===== src/rtl/busclk_pkg.sv =====
package busclk_pkg;
  localparam int SEL_W = 3;
  localparam int CNT_W = 4;
  localparam logic [SEL_W-1:0] REF_CODE = 3'b011;

  typedef struct packed {
    logic             apply;
    logic             toRef;
    logic [CNT_W-1:0] ratio;
  } ctrlStrobe_t;

  function automatic logic [CNT_W-1:0] ratioOf(input logic [SEL_W-1:0] code);
    logic [CNT_W-1:0] r;
    case (code)
      3'b000:  r = CNT_W'(2);
      3'b001:  r = CNT_W'(4);
      3'b010:  r = CNT_W'(8);
      3'b100:  r = CNT_W'(3);
      3'b101:  r = CNT_W'(6);
      3'b110:  r = CNT_W'(5);
      3'b111:  r = CNT_W'(10);
      default: r = CNT_W'(2);
    endcase
    return r;
  endfunction
endpackage


===== src/rtl/busclk_ctrl.sv =====
module busclk_ctrl
  import busclk_pkg::*;
(
  input  logic             clk,
  input  logic             rstN,
  input  logic             selWr,
  input  logic [SEL_W-1:0] selCode,
  input  logic             boundary,
  output ctrlStrobe_t      strobe
);
  logic             pendValid;
  logic [SEL_W-1:0] pendCode;

  // held code is applied when the datapath reports a period end
  always_comb begin
    strobe.apply = pendValid && boundary;
    strobe.toRef = (pendCode == REF_CODE);
    strobe.ratio = ratioOf(pendCode);
  end

  always_ff @(posedge clk or negedge rstN) begin
    if (!rstN) begin
      pendValid <= 1'b0;
      pendCode  <= REF_CODE;
    end else begin
      if (strobe.apply) pendValid <= 1'b0;
      if (selWr) begin
        pendValid <= 1'b1;
        pendCode  <= selCode;
      end
    end
  end
endmodule


===== src/rtl/busclk_dp.sv =====
module busclk_dp
  import busclk_pkg::*;
(
  input  logic        clk,
  input  logic        rstN,
  input  logic        refTick,
  input  ctrlStrobe_t strobe,
  output logic        boundary,
  output logic        busTick,
  output logic        busClk,
  output logic        refActive
);
  logic             refMode;
  logic [CNT_W-1:0] ratioQ;
  logic [CNT_W-1:0] cnt;
  logic             lowPh;    // reference mode: 1 while in the low half
  logic             startQ;   // reference mode: first high cycle
  logic [CNT_W-1:0] lastCnt;
  logic [CNT_W-1:0] halfCnt;

  assign lastCnt = ratioQ - CNT_W'(1);
  assign halfCnt = ratioQ >> 1;

  always_comb begin
    if (refMode) boundary = refTick && lowPh;
    else         boundary = (cnt == lastCnt);
  end

  assign busTick   = refMode ? startQ : (cnt == '0);
  assign busClk    = refMode ? ~lowPh : (cnt < halfCnt);
  assign refActive = refMode;

  always_ff @(posedge clk or negedge rstN) begin
    if (!rstN) begin
      refMode <= 1'b1;
      ratioQ  <= CNT_W'(2);
      cnt     <= '0;
      lowPh   <= 1'b1;
      startQ  <= 1'b0;
    end else if (strobe.apply) begin
      refMode <= strobe.toRef;
      ratioQ  <= strobe.ratio;
      cnt     <= '0;
      // staying on the reference continues into its high half
      lowPh   <= strobe.toRef ? !refMode : 1'b1;
      startQ  <= strobe.toRef && refMode;
    end else if (refMode) begin
      if (refTick) lowPh <= ~lowPh;
      startQ <= refTick && lowPh;
    end else begin
      cnt    <= (cnt == lastCnt) ? '0 : cnt + CNT_W'(1);
      startQ <= 1'b0;
    end
  end
endmodule


===== src/rtl/busclk_div.sv =====
module busclk_div
  import busclk_pkg::*;
(
  input  logic             clk,
  input  logic             rstN,
  input  logic             refTick,
  input  logic             selWr,
  input  logic [SEL_W-1:0] selCode,
  output logic             busClk,
  output logic             busTick,
  output logic             refActive
);
  ctrlStrobe_t strobe;
  logic        boundary;

  busclk_ctrl u_ctrl (
    .clk(clk), .rstN(rstN), .selWr(selWr), .selCode(selCode),
    .boundary(boundary), .strobe(strobe)
  );

  busclk_dp u_dp (
    .clk(clk), .rstN(rstN), .refTick(refTick), .strobe(strobe),
    .boundary(boundary), .busTick(busTick), .busClk(busClk),
    .refActive(refActive)
  );
endmodule


===== config.mk =====
export PLATFORM = sky130hd
export DESIGN_NAME = busclk_div
export DESIGN_NICKNAME = d
export VERILOG_FILES = /design/src/rtl/busclk_pkg.sv /design/src/rtl/busclk_ctrl.sv /design/src/rtl/busclk_dp.sv /design/src/rtl/busclk_div.sv
export SDC_FILE = /design/constraint.sdc
export NUM_CORES = 1
export LEC_CHECK = 0
export BUFFER_PORTS_ARGS = -buffer_cell sky130_fd_sc_hd__buf_2
export CAP_MARGIN = 15
export CORE_MARGIN = 1.5
export CORE_UTILIZATION = 59
export DETAILED_ROUTE_END_ITERATION = 6
export PLACE_DENSITY = 0.77
export SYNTH_ARGS = -nofsm -noshare
export SYNTH_HDL_FRONTEND = slang
export SYNTH_HIERARCHICAL = 1
export SYNTH_SLANG_ARGS = --single-unit
export TNS_END_PERCENT = 10

===== constraint.sdc =====
create_clock -name clk -period 6.1 [get_ports clk]
set_input_delay 1.83 -clock clk [delete_from_list [all_inputs] [get_ports clk]]
set_output_delay 1.83 -clock clk [all_outputs]
set_load 0.01 [all_outputs]

# Word-level counts from Yosys, hierarchy flattened
# Cells that the tools add are included.
[word_totals] mem_count=0 reg_bits=15 latch_bits=0 ram_bits=0 mem_bits_ro=0 inputBits=7
[classes] reduce_logical=9 div_mod_pow=0 magnitude_cmp=1 shift=0 mux=15 bitwise=1 add_sub_neg=2 eq_ne=9 mul=0
[op_table] operator="4-bit case mux with 6 select lines" count=1
[op_table] operator="3-bit equality test, second input constant" count=4
[op_table] operator="4-bit 2-to-1 mux" count=3
[op_table] operator="1-bit 2-to-1 mux" count=11
[op_table] operator="3-bit by 2-bit equality test with 1-bit output, second input constant" count=2
[op_table] operator="2-bit nonzero test" count=3
[op_table] operator="4-bit by 1-bit adder with 4-bit output, second input constant" count=1
[op_table] operator="4-bit equality test" count=1
[op_table] operator="4-bit zero test" count=1
[op_table] operator="4-bit by 3-bit less-than comparator with 1-bit output" count=1
[op_table] operator="4-bit by 1-bit subtractor with 4-bit output, second input constant" count=1
[op_table] operator="3-bit by 1-bit equality test with 1-bit output, second input constant" count=1
[op_table] operator="1-bit logical AND" count=3
[op_table] operator="2-bit inequality test, second input constant" count=1
[op_table] operator="2-bit AND reduction" count=1
[op_table] operator="1-bit zero test" count=1
[op_table] operator="1-bit inverter" count=1

# Logic depth before layout (Yosys ltp)
# Gate-level depths: netlist (run 1).
[depth] word_depth=6 mapped_depth=9 ltp_nobuf=9

# Modules after synthesis
# The synthesis (run 1) kept the hierarchy.
[modules_own_cells] mod="busclk_dp" n_inst=1 area_each_um2=655.6 seq_area_each_um2=279.0 cells_per_inst=70
[modules_own_cells] mod="busclk_ctrl" n_inst=1 area_each_um2=214.0 seq_area_each_um2=102.6 cells_per_inst=19

# Worst setup path after synthesis (run 1)
# No wires, ideal clock.
[synth_timing] path_type="register -> output" startpoint="reg u_dp.refMode (netlist: u_dp/refActive)" endpoint="out busClk" path_stages_with_launch=4 slack_ns=3.049 arrival_ns=1.221 path_cell_list="dfstp_2 clkbuf_1 inv_1 o2bb2ai_1"
[synth_via] elab_chain_len=1
[synth_lines] element="from (decl)" line_no="busclk_dp.sv:13" text="logic refMode;"
[synth_lines] element="from (signal assigned)" line_no="busclk_dp.sv:41" text="refMode <= strobe.toRef;"
[synth_lines] element="1-bit 2-to-1 mux" line_no="busclk_dp.sv:30" text="assign busClk = refMode ? ~lowPh : (cnt < halfCnt);"
[synth_lines] element="to (decl)" line_no="busclk_div.sv:9" text="output logic busClk,"
# No other way between the ends.

# Worst setup path in the final report (run 1)
[layout_timing] startpoint="reg u_dp.cnt[1]" endpoint="out busClk"
[layout_via] elab_chain_len=2
[layout_lines] element="from (decl)" line_no="busclk_dp.sv:15" text="logic [CNT_W-1:0] cnt;"
[layout_lines] element="from (signal assigned)" line_no="busclk_dp.sv:51" text="cnt <= (cnt == lastCnt) ? '0 : cnt + CNT_W'(1);"
[layout_lines] element="4-bit by 3-bit less-than comparator with 1-bit output" line_no="busclk_dp.sv:30"
[layout_lines] element="1-bit 2-to-1 mux" line_no="busclk_dp.sv:30"
# No other way between the ends.

==> results.json, run 1 <==
{
  "power_frac_comb_pct": 51.5,
  "synth_seq_cells": 15,
  "synth_top_cells_by_area": "dfrtp_1 29%, dfstp_2 15%, ha_1 7.2%, nand2_1 5.2%, xnor2_1 4.0%",
  "grt_pass1_wl_mm": 2.65,
  "area_delta_synth_final_pct": 9.64,
  "netlist.area_leader.share_pct": 28.8,
  "port_buffers": 9,
  "dieArea_sq_um": 1710,
  "crit_required_ns": 4.27,
  "synth_cells": 89,
  "wl_per_cell_microns": 14.0,
  "grt-ovfl-total": 0,
  "p_int_mw": 0.289,
  "drc": 0,
  "grt_pass1_vias": 605,
  "postCtsSetupBuffers": 0,
  "status": "finished, final reports clean",
  "die_h_microns": 41.4,
  "hold_class": "reg -> reg",
  "dp_slack_ns": 2.95,
  "gr-max-usage-layer": "met2",
  "place_congestion": 0.773,
  "regArea_sq_um": 382,
  "setup_viol": 0,
  "antennaDiodeCount": 0,
  "grtUsageTotal_pct": 24.4,
  "fin_skew_ns": 0.00815,
  "swShare_pct": 44.3,
  "ys_seq_area_share_pct": 43.9,
  "gr-usage-met2_pct": 37.5,
  "antenna_found_initial": 0,
  "h-tree-depth": 1,
  "netSwitchingPower_mw": 0.230,
  "io_pins": 10,
  "r2r-start": "u_dp/ratioQ[1]",
  "cts_tree": "built",
  "final_cells": 115,
  "relSlewSlack_pct": 64.7,
  "maxCapViolCount": 0,
  "worstSkewPairLatency_ns": 0.29,
  "use_met3_pct": 4.79,
  "vdd_drop_max_uv": 333,
  "vias": 655,
  "cts_hold_buf": 0,
  "syn_nets": 101,
  "tns_ns": 0,
  "end_kind": "output port",
  "fin_ws_ns": 2.65,
  "antenna_left": 0,
  "slew_violations": 0,
  "vias_per_cell": 5.70,
  "leakage_nw": 0.417,
  "critical_path_arrival_ns": 1.62,
  "rrSetupSlack_ns": 3.59,
  "die-width_microns": 41.4,
  "fillers": 106,
  "power_density_nw_per_um2": 545,
  "post-route-period-util_pct": 56.5,
  "dp_cells": 111,
  "met1_usage_pct": 33.6,
  "cts_num_sinks": 15,
  "r2r-end": "u_dp/lowPh",
  "cts_root_buf": "clkbuf_4",
  "crit_start": "u_dp/cnt[1]",
  "clock.fmax_mhz": 290,
  "grt_start_max_net_pins": 18,
  "rsz0062_at_grt": "no",
  "multi_input_area_sq_um": 447,
  "hpwl_mm": 1.22,
  "drtPass1Iterations": 4,
  "finalHoldViolations": 0,
  "ys.warnings.count": 6,
  "syn_area_sq_um": 870,
  "initial_core_util_pct": 65.2,
  "num-nets-final": 113,
  "syn-mean-instance-area_sq_um": 9.77,
  "period_minus_slack_ns": 3.45,
  "synth_top_cell_by_area": "dfrtp_1",
  "path_clk_slew_ns": 0.10,
  "rr_worst_depth": 9,
  "post_dp_cell_area_sq_um": 926,
  "tightest_slew_ns": 0.530,
  "drive_gt1_share_pct": 21.0,
  "rows": 13,
  "startpoint_type": "flip-flop",
  "clock_path_buffers": 2,
  "worstPathMaxFanout": 5,
  "worst-setup-path-type": "reg -> out",
  "core_area_sq_um": 1330,
  "seqPwrFrac_pct": 37.4,
  "cts_buffers": 3,
  "yosysUniqueCellTypes": 30,
  "cts_resized": 0,
  "drt_iter0_drc": 10,
  "final_cell_area_sq_um": 953,
  "wl_mm": 1.62,
  "crit_path_end": "busClk",
  "p_clk_share_pct": 11.1
}
## registers in the layout, summed over array words and instances, names as in the netlist
register          cells
u_dp/ratioQ           4
u_dp/lowPh            1
u_dp/startQ           1
u_ctrl/pendCode       3
u_dp/refActive        1
u_dp/cnt              4
u_ctrl/pendValid      1
## per-layer routing
metal  vias up  routed length, microns
li1        332                       -
met2        11                     733
met4         0                      24
met1       310                     816
met3         2                      40
met5         -                       0
## layout by cell type, fill, tap and decap left out, drive strengths merged
master   count
nand2       12
dfrtp       10
buf          9
inv          9
o21ai        6
dfstp        5
ha           5
xnor2        4
clkbuf       3
nor2         3
nor3         3
a21oi        3
xor2         3
mux2         3
mux2i        2
nor2b        2
o41ai        2
nand3b       2
a211oi       2
clkinv       1
nor3b        1
and2         1
a21o         1
a21boi       1
o2bb2ai      1
nand3        1
and3         1
a2111oi      1
o32ai        1
o311ai       1
nand4        1
## cells in the mapped netlist
library cell and number:
nand2_1 12, dfrtp_1 10, inv_1 9, o21ai_0 6, dfstp_2 5, ha_1 5, xnor2_1 4, a21oi_1 3
nor2_1 3, nor3_1 3, xor2_1 3, a211oi_1 2, clkbuf_1 2, mux2_1 2, mux2i_1 2, nand3b_1 2
nor2b_1 2, o41ai_1 2, a2111oi_2 1, a21boi_0 1, a21o_1 1, and2_1 1, and3_1 1, mux2_2 1
nand3_1 1, nand4_1 1, nor3b_2 1, o2bb2ai_1 1, o311ai_0 1, o32ai_1 1
## final cells by class
class / instances / area share [%]
Inverter: 9 / 3.54
Timing Repair Buffer: 9 / 4.72
Multi-Input combinational cell: 63 / 46.9
Tap cell: 15 / 1.97
Clock inverter: 1 / 0.525
Clock buffer: 3 / 2.36
Sequential cell: 15 / 40.0
## metrics by stage
step | total power, mW | hold WS (ns) | util, %
2_1_floorplan | 0.394 | 0.445 | -
3_3_place_gp | 0.455 | 0.457 | 69.4
3_5_place_dp | 0.464 | 0.491 | 69.4
4_1_cts | 0.522 | 0.513 | 71.5
5_1_grt | 0.573 | 0.518 | 71.5
6_report | 0.519 | 0.501 | 71.5
## logic make-up (layout without fill, tap and decap cells)
logic type               after synthesis  in the layout  share of synthesized area [%]
AND/OR/NAND/NOR                       27             27                           15.5
AO/OA/AOI/OAI                         19             19                           15.4
flip-flops                            15             15                           43.9
buffers and inverters                 11             22                           4.75
XOR/XNOR                               7              7                           7.05
adder cells (fa/ha/maj)                5              5                           7.19
multiplexers                           5              5                           6.19
## power groups by stage
stage | combinational (mW) | clock [mW] | sequential, mW
after global routing | 0.308 | 0.0626 | 0.203
after floorplan | 0.216 | 0 | 0.178
after CTS | 0.268 | 0.0595 | 0.194
final | 0.267 | 0.0575 | 0.194
after detailed placement | 0.268 | 0 | 0.196
after global placement | 0.261 | 0 | 0.194
## critical path, stage by stage (launching register included)
cell and delay [ns]:
dfrtp_1 0.46, ha_1 0.29, a21boi_0 0.12, o21ai_0 0.18
o2bb2ai_1 0.13, buf_2 0.14
## worst min-delay path by stage
stage	start	to	slack (ns)	depth (start not counted)
detailed placement	u_ctrl/pendValid	u_ctrl/pendValid	0.49	1
CTS	u_ctrl/pendValid	u_ctrl/pendValid	0.51	1
global route	u_ctrl/pendValid	u_ctrl/pendValid	0.52	1
finish	u_ctrl/pendValid	u_ctrl/pendValid	0.50	1
global placement	u_ctrl/pendValid	u_ctrl/pendValid	0.46	1
floorplan	u_ctrl/pendValid	u_ctrl/pendValid	0.45	1
No activity file was read; power rests on OpenSTA's default activity.
==> run 2, diff against run 1 <==
--- a/config.mk
+++ b/config.mk
@@ -5,12 +5,13 @@
 export SDC_FILE = /design/constraint.sdc
 export NUM_CORES = 1
 export LEC_CHECK = 0
+export ABC_AREA = 1
 export BUFFER_PORTS_ARGS = -buffer_cell sky130_fd_sc_hd__buf_2
 export CAP_MARGIN = 15
 export CORE_MARGIN = 1.5
-export CORE_UTILIZATION = 59
+export CORE_UTILIZATION = 55
 export DETAILED_ROUTE_END_ITERATION = 6
-export PLACE_DENSITY = 0.77
+export PLACE_DENSITY = 0.73
 export SYNTH_ARGS = -nofsm -noshare
 export SYNTH_HDL_FRONTEND = slang
 export SYNTH_HIERARCHICAL = 1
==> constraint.sdc (replaced) <==
create_clock -name clk -period 3.3 [get_ports clk]
set_input_delay 0.99 -clock clk [delete_from_list [all_inputs] [get_ports clk]]
set_output_delay 0.99 -clock clk [all_outputs]
set_load 0.01 [all_outputs]
==> run 2 against run 1 <==
Critical path depth rose by 1; core utilization shrank 6.8 points; register-to-register slack got worse by 2.5 ns; sequential power grew 75%; total power is 70% higher; worst hold slack got worse by 0.0099 ns; clock power up 79%; synthesized area up 3.5%; cell area up 3.4%; die area is 10% higher; non-clock buffer count did not move; synthesized cell count increased by 36%; largest cell class unchanged.
==> results.json, run 2 <==
{
  "status": "finished, final reports clean",
  "grt_pass1_wl_mm": 2.88,
  "synthMuxAreaShare_pct": 0,
  "syn_nets": 133,
  "grt_pass1_vias": 692,
  "leakage_nw": 0.528,
  "num-nets-final": 146,
  "antenna_found_initial": 0,
  "synthXorXnorAreaFrac_pct": 3.89,
  "antennaDiodeCount": 0,
  "critical-path-slowest-cell": "dfrtp_1",
  "power_density_nw_per_um2": 897,
  "final_cells": 149,
  "crit_start": "u_dp/ratioQ[2]",
  "drt_iter0_drc": 8,
  "clock_path_buffers": 2,
  "maxCapViolCount": 0,
  "min_from": "u_ctrl/pendValid",
  "drive_gt1_share_pct": 17.3,
  "cts_num_sinks": 15,
  "cts_buffers": 3,
  "yosysUniqueCellTypes": 20,
  "final_util_pct": 64.7,
  "grt_start_max_net_pins": 16,
  "cts_hold_buf": 0,
  "syn_area_sq_um": 900,
  "cts_tree": "built",
  "tns_ns": 0,
  "die-width_microns": 43.4,
  "r2r-start": "u_dp/ratioQ[1]",
  "dieArea_sq_um": 1890,
  "worstPathMaxFanout": 4,
  "clock.fmax_mhz": 388,
  "cp_common_cell": "o21ai_0",
  "vias": 771,
  "wl_mm": 1.60,
  "rsz0062_at_grt": "no",
  "p_clk_share_pct": 11.7,
  "syn-mean-instance-area_sq_um": 7.43,
  "synth_edf_count": 0,
  "wl_per_cell_microns": 10.8,
  "rows": 14,
  "grtUsageTotal_pct": 20.7,
  "startpoint_type": "flip-flop",
  "power_frac_comb_pct": 50.0,
  "worst-setup-path-type": "reg -> out",
  "fillers": 136,
  "max_stage_delay_ns": 0.40,
  "dp_cells": 145,
  "relSlewSlack_pct": 77.5,
  "place_congestion": 0.874,
  "worstSkewPairLatency_ns": 0.27,
  "h-tree-depth": 1,
  "p_int_mw": 0.487,
  "yosysMostFrequentCell": "nand2_1",
  "whs_ns": 0.491,
  "io_pins": 10,
  "grt-ovfl-total": 0,
  "path_clk_slew_ns": 0.09,
  "synth_cells": 121,
  "cts_resized": 0,
  "ys.flop_type": "dfrtp_1",
  "die_h_microns": 43.4,
  "slew_violations": 0,
  "finalHoldViolations": 0,
  "netlist.area_leader.share_pct": 27.8,
  "cp_top_family": "flip-flops",
  "postCtsSetupBuffers": 0,
  "initial_core_util_pct": 59.0,
  "synth_top_cells_by_area": "dfrtp_1 28%, nand2_1 16%, dfstp_2 15%, ha_1 7.0%, inv_1 6.7%",
  "async_flop_share_pct": 100,
  "synth_top_cells_by_count": "39 x nand2_1, 16 x inv_1, 10 x dfrtp_1",
  "ys.warnings.count": 6,
  "tightest_slew_ns": 0.337,
  "synth_top_family_by_area": "simple AND/OR/NAND/NOR gates",
  "post-route-period-util_pct": 78.1,
  "swShare_pct": 45.0,
  "crit_required_ns": 2.31,
  "synth_seq_cells": 15,
  "fin_skew_ns": 0.00212,
  "cts_root_buf": "clkbuf_4",
  "p_total_mw": 0.885,
  "synth_top_cell_by_area": "dfrtp_1",
  "vias_per_cell": 5.17,
  "vdd_drop_max_uv": 584,
  "path_cells": "inv_1 -> ha_1 -> a21oi_1 -> o21ai_0 -> o21ai_0 -> buf_2",
  "hold_class": "reg -> reg",
  "drtPass1Iterations": 4,
  "synth_compound_area_share_pct": 10.7,
  "reg_top3": "u_dp/cnt x4, u_dp/ratioQ x4, u_ctrl/pendCode x3",
  "ys_seq_area_share_pct": 42.4,
  "period_minus_slack_ns": 2.58,
  "antenna_left": 0,
  "setup_viol": 0,
  "seqPwrFrac_pct": 38.3,
  "critical_path_buf_inv_count": 2,
  "layout_commonest_cell": "nand2_1",
  "drc": 0,
  "netSwitchingPower_mw": 0.398,
  "synthSimpleGateAreaFrac_pct": 28.0,
  "layout_common_cells": "39 x nand2_1, 16 x inv_1, 10 x dfrtp_1, 9 x buf_2, 9 x nand3_1",
  "area_delta_synth_final_pct": 9.60,
  "hpwl_mm": 1.27,
  "port_buffers": 9,
  "critical_path_arrival_ns": 1.59,
  "end_kind": "output port",
  "synthAdderAreaFrac_pct": 6.95,
  "core_area_sq_um": 1520
}
[run 2: power by group through the flow]
stage	registers (mW)	clock network, mW	logic [mW]
final	0.339	0.103	0.442
after global routing	0.351	0.115	0.517
after CTS	0.338	0.107	0.444
after detailed placement	0.341	0	0.444
after global placement	0.340	0	0.438
after floorplan	0.327	0	0.344
[run 2: path summary, 6_finish.rpt]
kind | slack (ns) | endpoint | cells after the start
min | 0.49 | u_ctrl/pendValid | 1
min reg2reg | 0.49 | u_ctrl/pendValid | 1
min in group asynchronous | 0.60 | u_dp/ratioQ[3] | 1
max in group asynchronous | 2.41 | u_dp/lowPh | 1
max | 0.72 | busClk | 6
max reg2reg | 1.10 | u_dp/cnt[3] | 11
[run 2: cells by family after synthesis]
kind of cell / count (synthesis)
simple gates: 60
buf+inv: 19
compound gates: 18
flops: 15
fa+ha+maj: 5
xor+xnor: 4
[run 2: area by class of cell]
type	instances	area, sq um	share of cell area (%)
clock buffers	4	26.3	2.66
inverters	18	67.6	6.85
multi-input cells	87	445	45.2
flip-flops and latches	15	382	38.7
well taps	16	20.0	2.03
repair buffers	9	45.0	4.57
[run 2: layer usage]
| metal | part of all wire (%) | vias up | global-route usage, % |
|---|---|---|---|
| met5 | 0 | - | 0 |
| met4 | 0.94 | 0 | 9.09 |
| met3 | 2.6 | 2 | 3.75 |
| met2 | 47 | 13 | 31.9 |
| met1 | 50 | 349 | 28.5 |
| li1 | - | 407 | - |
[run 2: metrics by stage]
| stage | cell area (sq um) | setup slack [ns] |
|---|---|---|
| 2_1_floorplan | 900 | 1.28 |
| 3_3_place_gp | 960 | 1.04 |
| 3_5_place_dp | 960 | 1.01 |
| 4_1_cts | 986 | 0.699 |
| 5_1_grt | 986 | 0.576 |
| 6_report | 986 | 0.724 |
==> run 3, diff against run 2 <==
==> constraint.sdc (replaced) <==
create_clock -name clk -period 2.5 [get_ports clk]
set_input_delay 0.75 -clock clk [delete_from_list [all_inputs] [get_ports clk]]
set_output_delay 0.75 -clock clk [all_outputs]
set_load 0.01 [all_outputs]
==> run 3 against run 2 <==
Worst hold slack got worse by 0.14 ns; wire length fell by 2.3%; first-iteration DRC count rose to 3.0 times the previous value; largest cell class unchanged; cell area is 0.13% higher; global-route usage fell by 0.58 points; critical endpoint unchanged; die area unchanged; non-clock buffer count stayed put; via count shrank 1.6%.
==> results.json, run 3 (synthesized netlist as in run 2, its figures left out) <==
{
  "clock.fmax_mhz": 436,
  "hpwl_mm": 1.24,
  "drtPass1Iterations": 4,
  "initial_core_util_pct": 59.0,
  "critical_path_arrival_ns": 1.55,
  "rr_worst_depth": 11,
  "power_frac_comb_pct": 50.2,
  "p_clk_share_pct": 11.5,
  "rsz0062_at_grt": "no",
  "cts_tree": "built",
  "wl_mm": 1.57,
  "slew_violations": 0,
  "p_total_mw": 1.17,
  "netSwitchingPower_mw": 0.525,
  "grt_start_max_net_pins": 16,
  "fin_skew_ns": 0.00534,
  "max_stage_delay_ns": 0.39,
  "area_delta_synth_final_pct": 9.74,
  "setup_viol": 0,
  "critical-path-slowest-cell": "dfrtp_1",
  "clock_path_buffers": 2,
  "vias_per_cell": 5.09,
  "rows": 14,
  "grt_pass1_wl_mm": 2.77,
  "rrSetupSlack_ns": 0.33,
  "p_int_mw": 0.642,
  "swShare_pct": 45.0,
  "grtUsageTotal_pct": 20.1,
  "power_density_nw_per_um2": 1180,
  "path_clk_slew_ns": 0.09,
  "worstSkewPairLatency_ns": 0.28,
  "die_h_microns": 43.4,
  "num-nets-final": 146,
  "startpoint_type": "flip-flop",
  "tightest_slew_ns": 0.325,
  "postCtsSetupBuffers": 0,
  "cts_root_buf": "clkbuf_4",
  "antenna_left": 0,
  "reg_top3": "u_dp/cnt x4, u_dp/ratioQ x4, u_ctrl/pendCode x3",
  "tns_ns": 0,
  "maxCapViolCount": 0,
  "antenna_found_initial": 0,
  "port_buffers": 9,
  "status": "finished, final reports clean",
  "worst-setup-path-type": "reg -> out",
  "worstPathMaxFanout": 4,
  "leakage_nw": 0.530,
  "seqPwrFrac_pct": 38.3,
  "dp_slack_ns": 0.365,
  "grt_pass1_vias": 651,
  "layout_commonest_cell": "nand2_1",
  "crit_required_ns": 1.75,
  "place_congestion": 0.859,
  "cts_num_sinks": 15,
  "core_area_sq_um": 1520,
  "vdd_drop_max_uv": 671,
  "h-tree-depth": 1,
  "final_cell_area_sq_um": 987,
  "finalHoldViolations": 0,
  "end_kind": "output port",
  "layout_common_cells": "39 x nand2_1, 16 x inv_1, 10 x dfrtp_1, 9 x buf_2, 9 x nand3_1",
  "period_minus_slack_ns": 2.30,
  "grt-ovfl-total": 0,
  "antennaDiodeCount": 0,
  "hold_class": "in -> async",
  "cts_buffers": 3,
  "drc": 0,
  "wl_per_cell_microns": 10.5,
  "drt_iter0_drc": 24,
  "fin_ws_ns": 0.205,
  "relSlewSlack_pct": 78.3,
  "die-width_microns": 43.4,
  "vias": 759,
  "r2r-end": "u_dp/cnt[3]",
  "post_dp_cell_area_sq_um": 960,
  "io_pins": 10,
  "cts_hold_buf": 0,
  "cts_resized": 0,
  "dieArea_sq_um": 1890,
  "drive_gt1_share_pct": 18.0,
  "r2r-start": "u_dp/ratioQ[1]",
  "path_cells": "inv_1 -> ha_1 -> a21oi_1 -> o21ai_1 -> o21ai_0 -> buf_2",
  "post-route-period-util_pct": 91.8
}
run 3: cell types whose count changed in the layout (fill, tap and decap cells not counted):
cell      delta
o21ai_0      -1
clkbuf_1     -1
o21ai_1      +1
clkinv_2     +1
run 3: per-layer routing:
metal / up-vias / track usage (%) / routed length [microns]
li1: 405 / - / -
met1: 338 / 28.1 / 770
met2: 14 / 30.4 / 745
met3: 2 / 3.75 / 42
met4: 0 / 9.09 / 9
met5: - / 0 / 0
run 3: final cells by class:
type | instances | area [sq um]
clock buffer | 3 | 22.5
clock inverter | 1 | 5.00
fill | 131 | 537
inverter | 18 | 67.6
multi-input combinational | 87 | 445
sequential | 15 | 382
tap | 16 | 20.0
timing repair buffer | 9 | 45.0
run 3: worst max path at each step:
stage                     depth (start not counted)           to           start
after floorplan                                  11   u_dp/lowPh  u_dp/ratioQ[1]
after global placement                           11  u_dp/cnt[3]  u_dp/ratioQ[1]
after detailed placement                         11  u_dp/cnt[3]  u_dp/ratioQ[1]
after CTS                                         5       busClk     u_dp/cnt[1]
after global routing                              6       busClk  u_dp/ratioQ[2]
final                                             6       busClk  u_dp/ratioQ[2]
run 3: power by group through the flow:
stage | combinational [mW] | sequential (mW) | clock, mW
floorplan | 0.454 | 0.432 | 0
global placement | 0.578 | 0.448 | 0
detailed placement | 0.581 | 0.452 | 0
CTS | 0.585 | 0.447 | 0.140
global route | 0.680 | 0.463 | 0.151
finish | 0.586 | 0.447 | 0.135
run 3: metrics by stage:
step / utilization [%] / hold WS [ns] / std cells
global route: 64.8 / 0.369 / 149
detailed placement: 63.0 / 0.474 / 145
global placement: 63.0 / 0.471 / 145
CTS: 64.8 / 0.351 / 149
floorplan: - / 0.453 / 121
finish: 64.8 / 0.348 / 149
run 3: critical path: cells and delay by family (launching register included):
| family | cells | cell delay (ns) |
|---|---|---|
| flops | 1 | 0.39 |
| compound gates | 3 | 0.34 |
| fa+ha+maj | 1 | 0.30 |
| buf+inv | 2 | 0.24 |
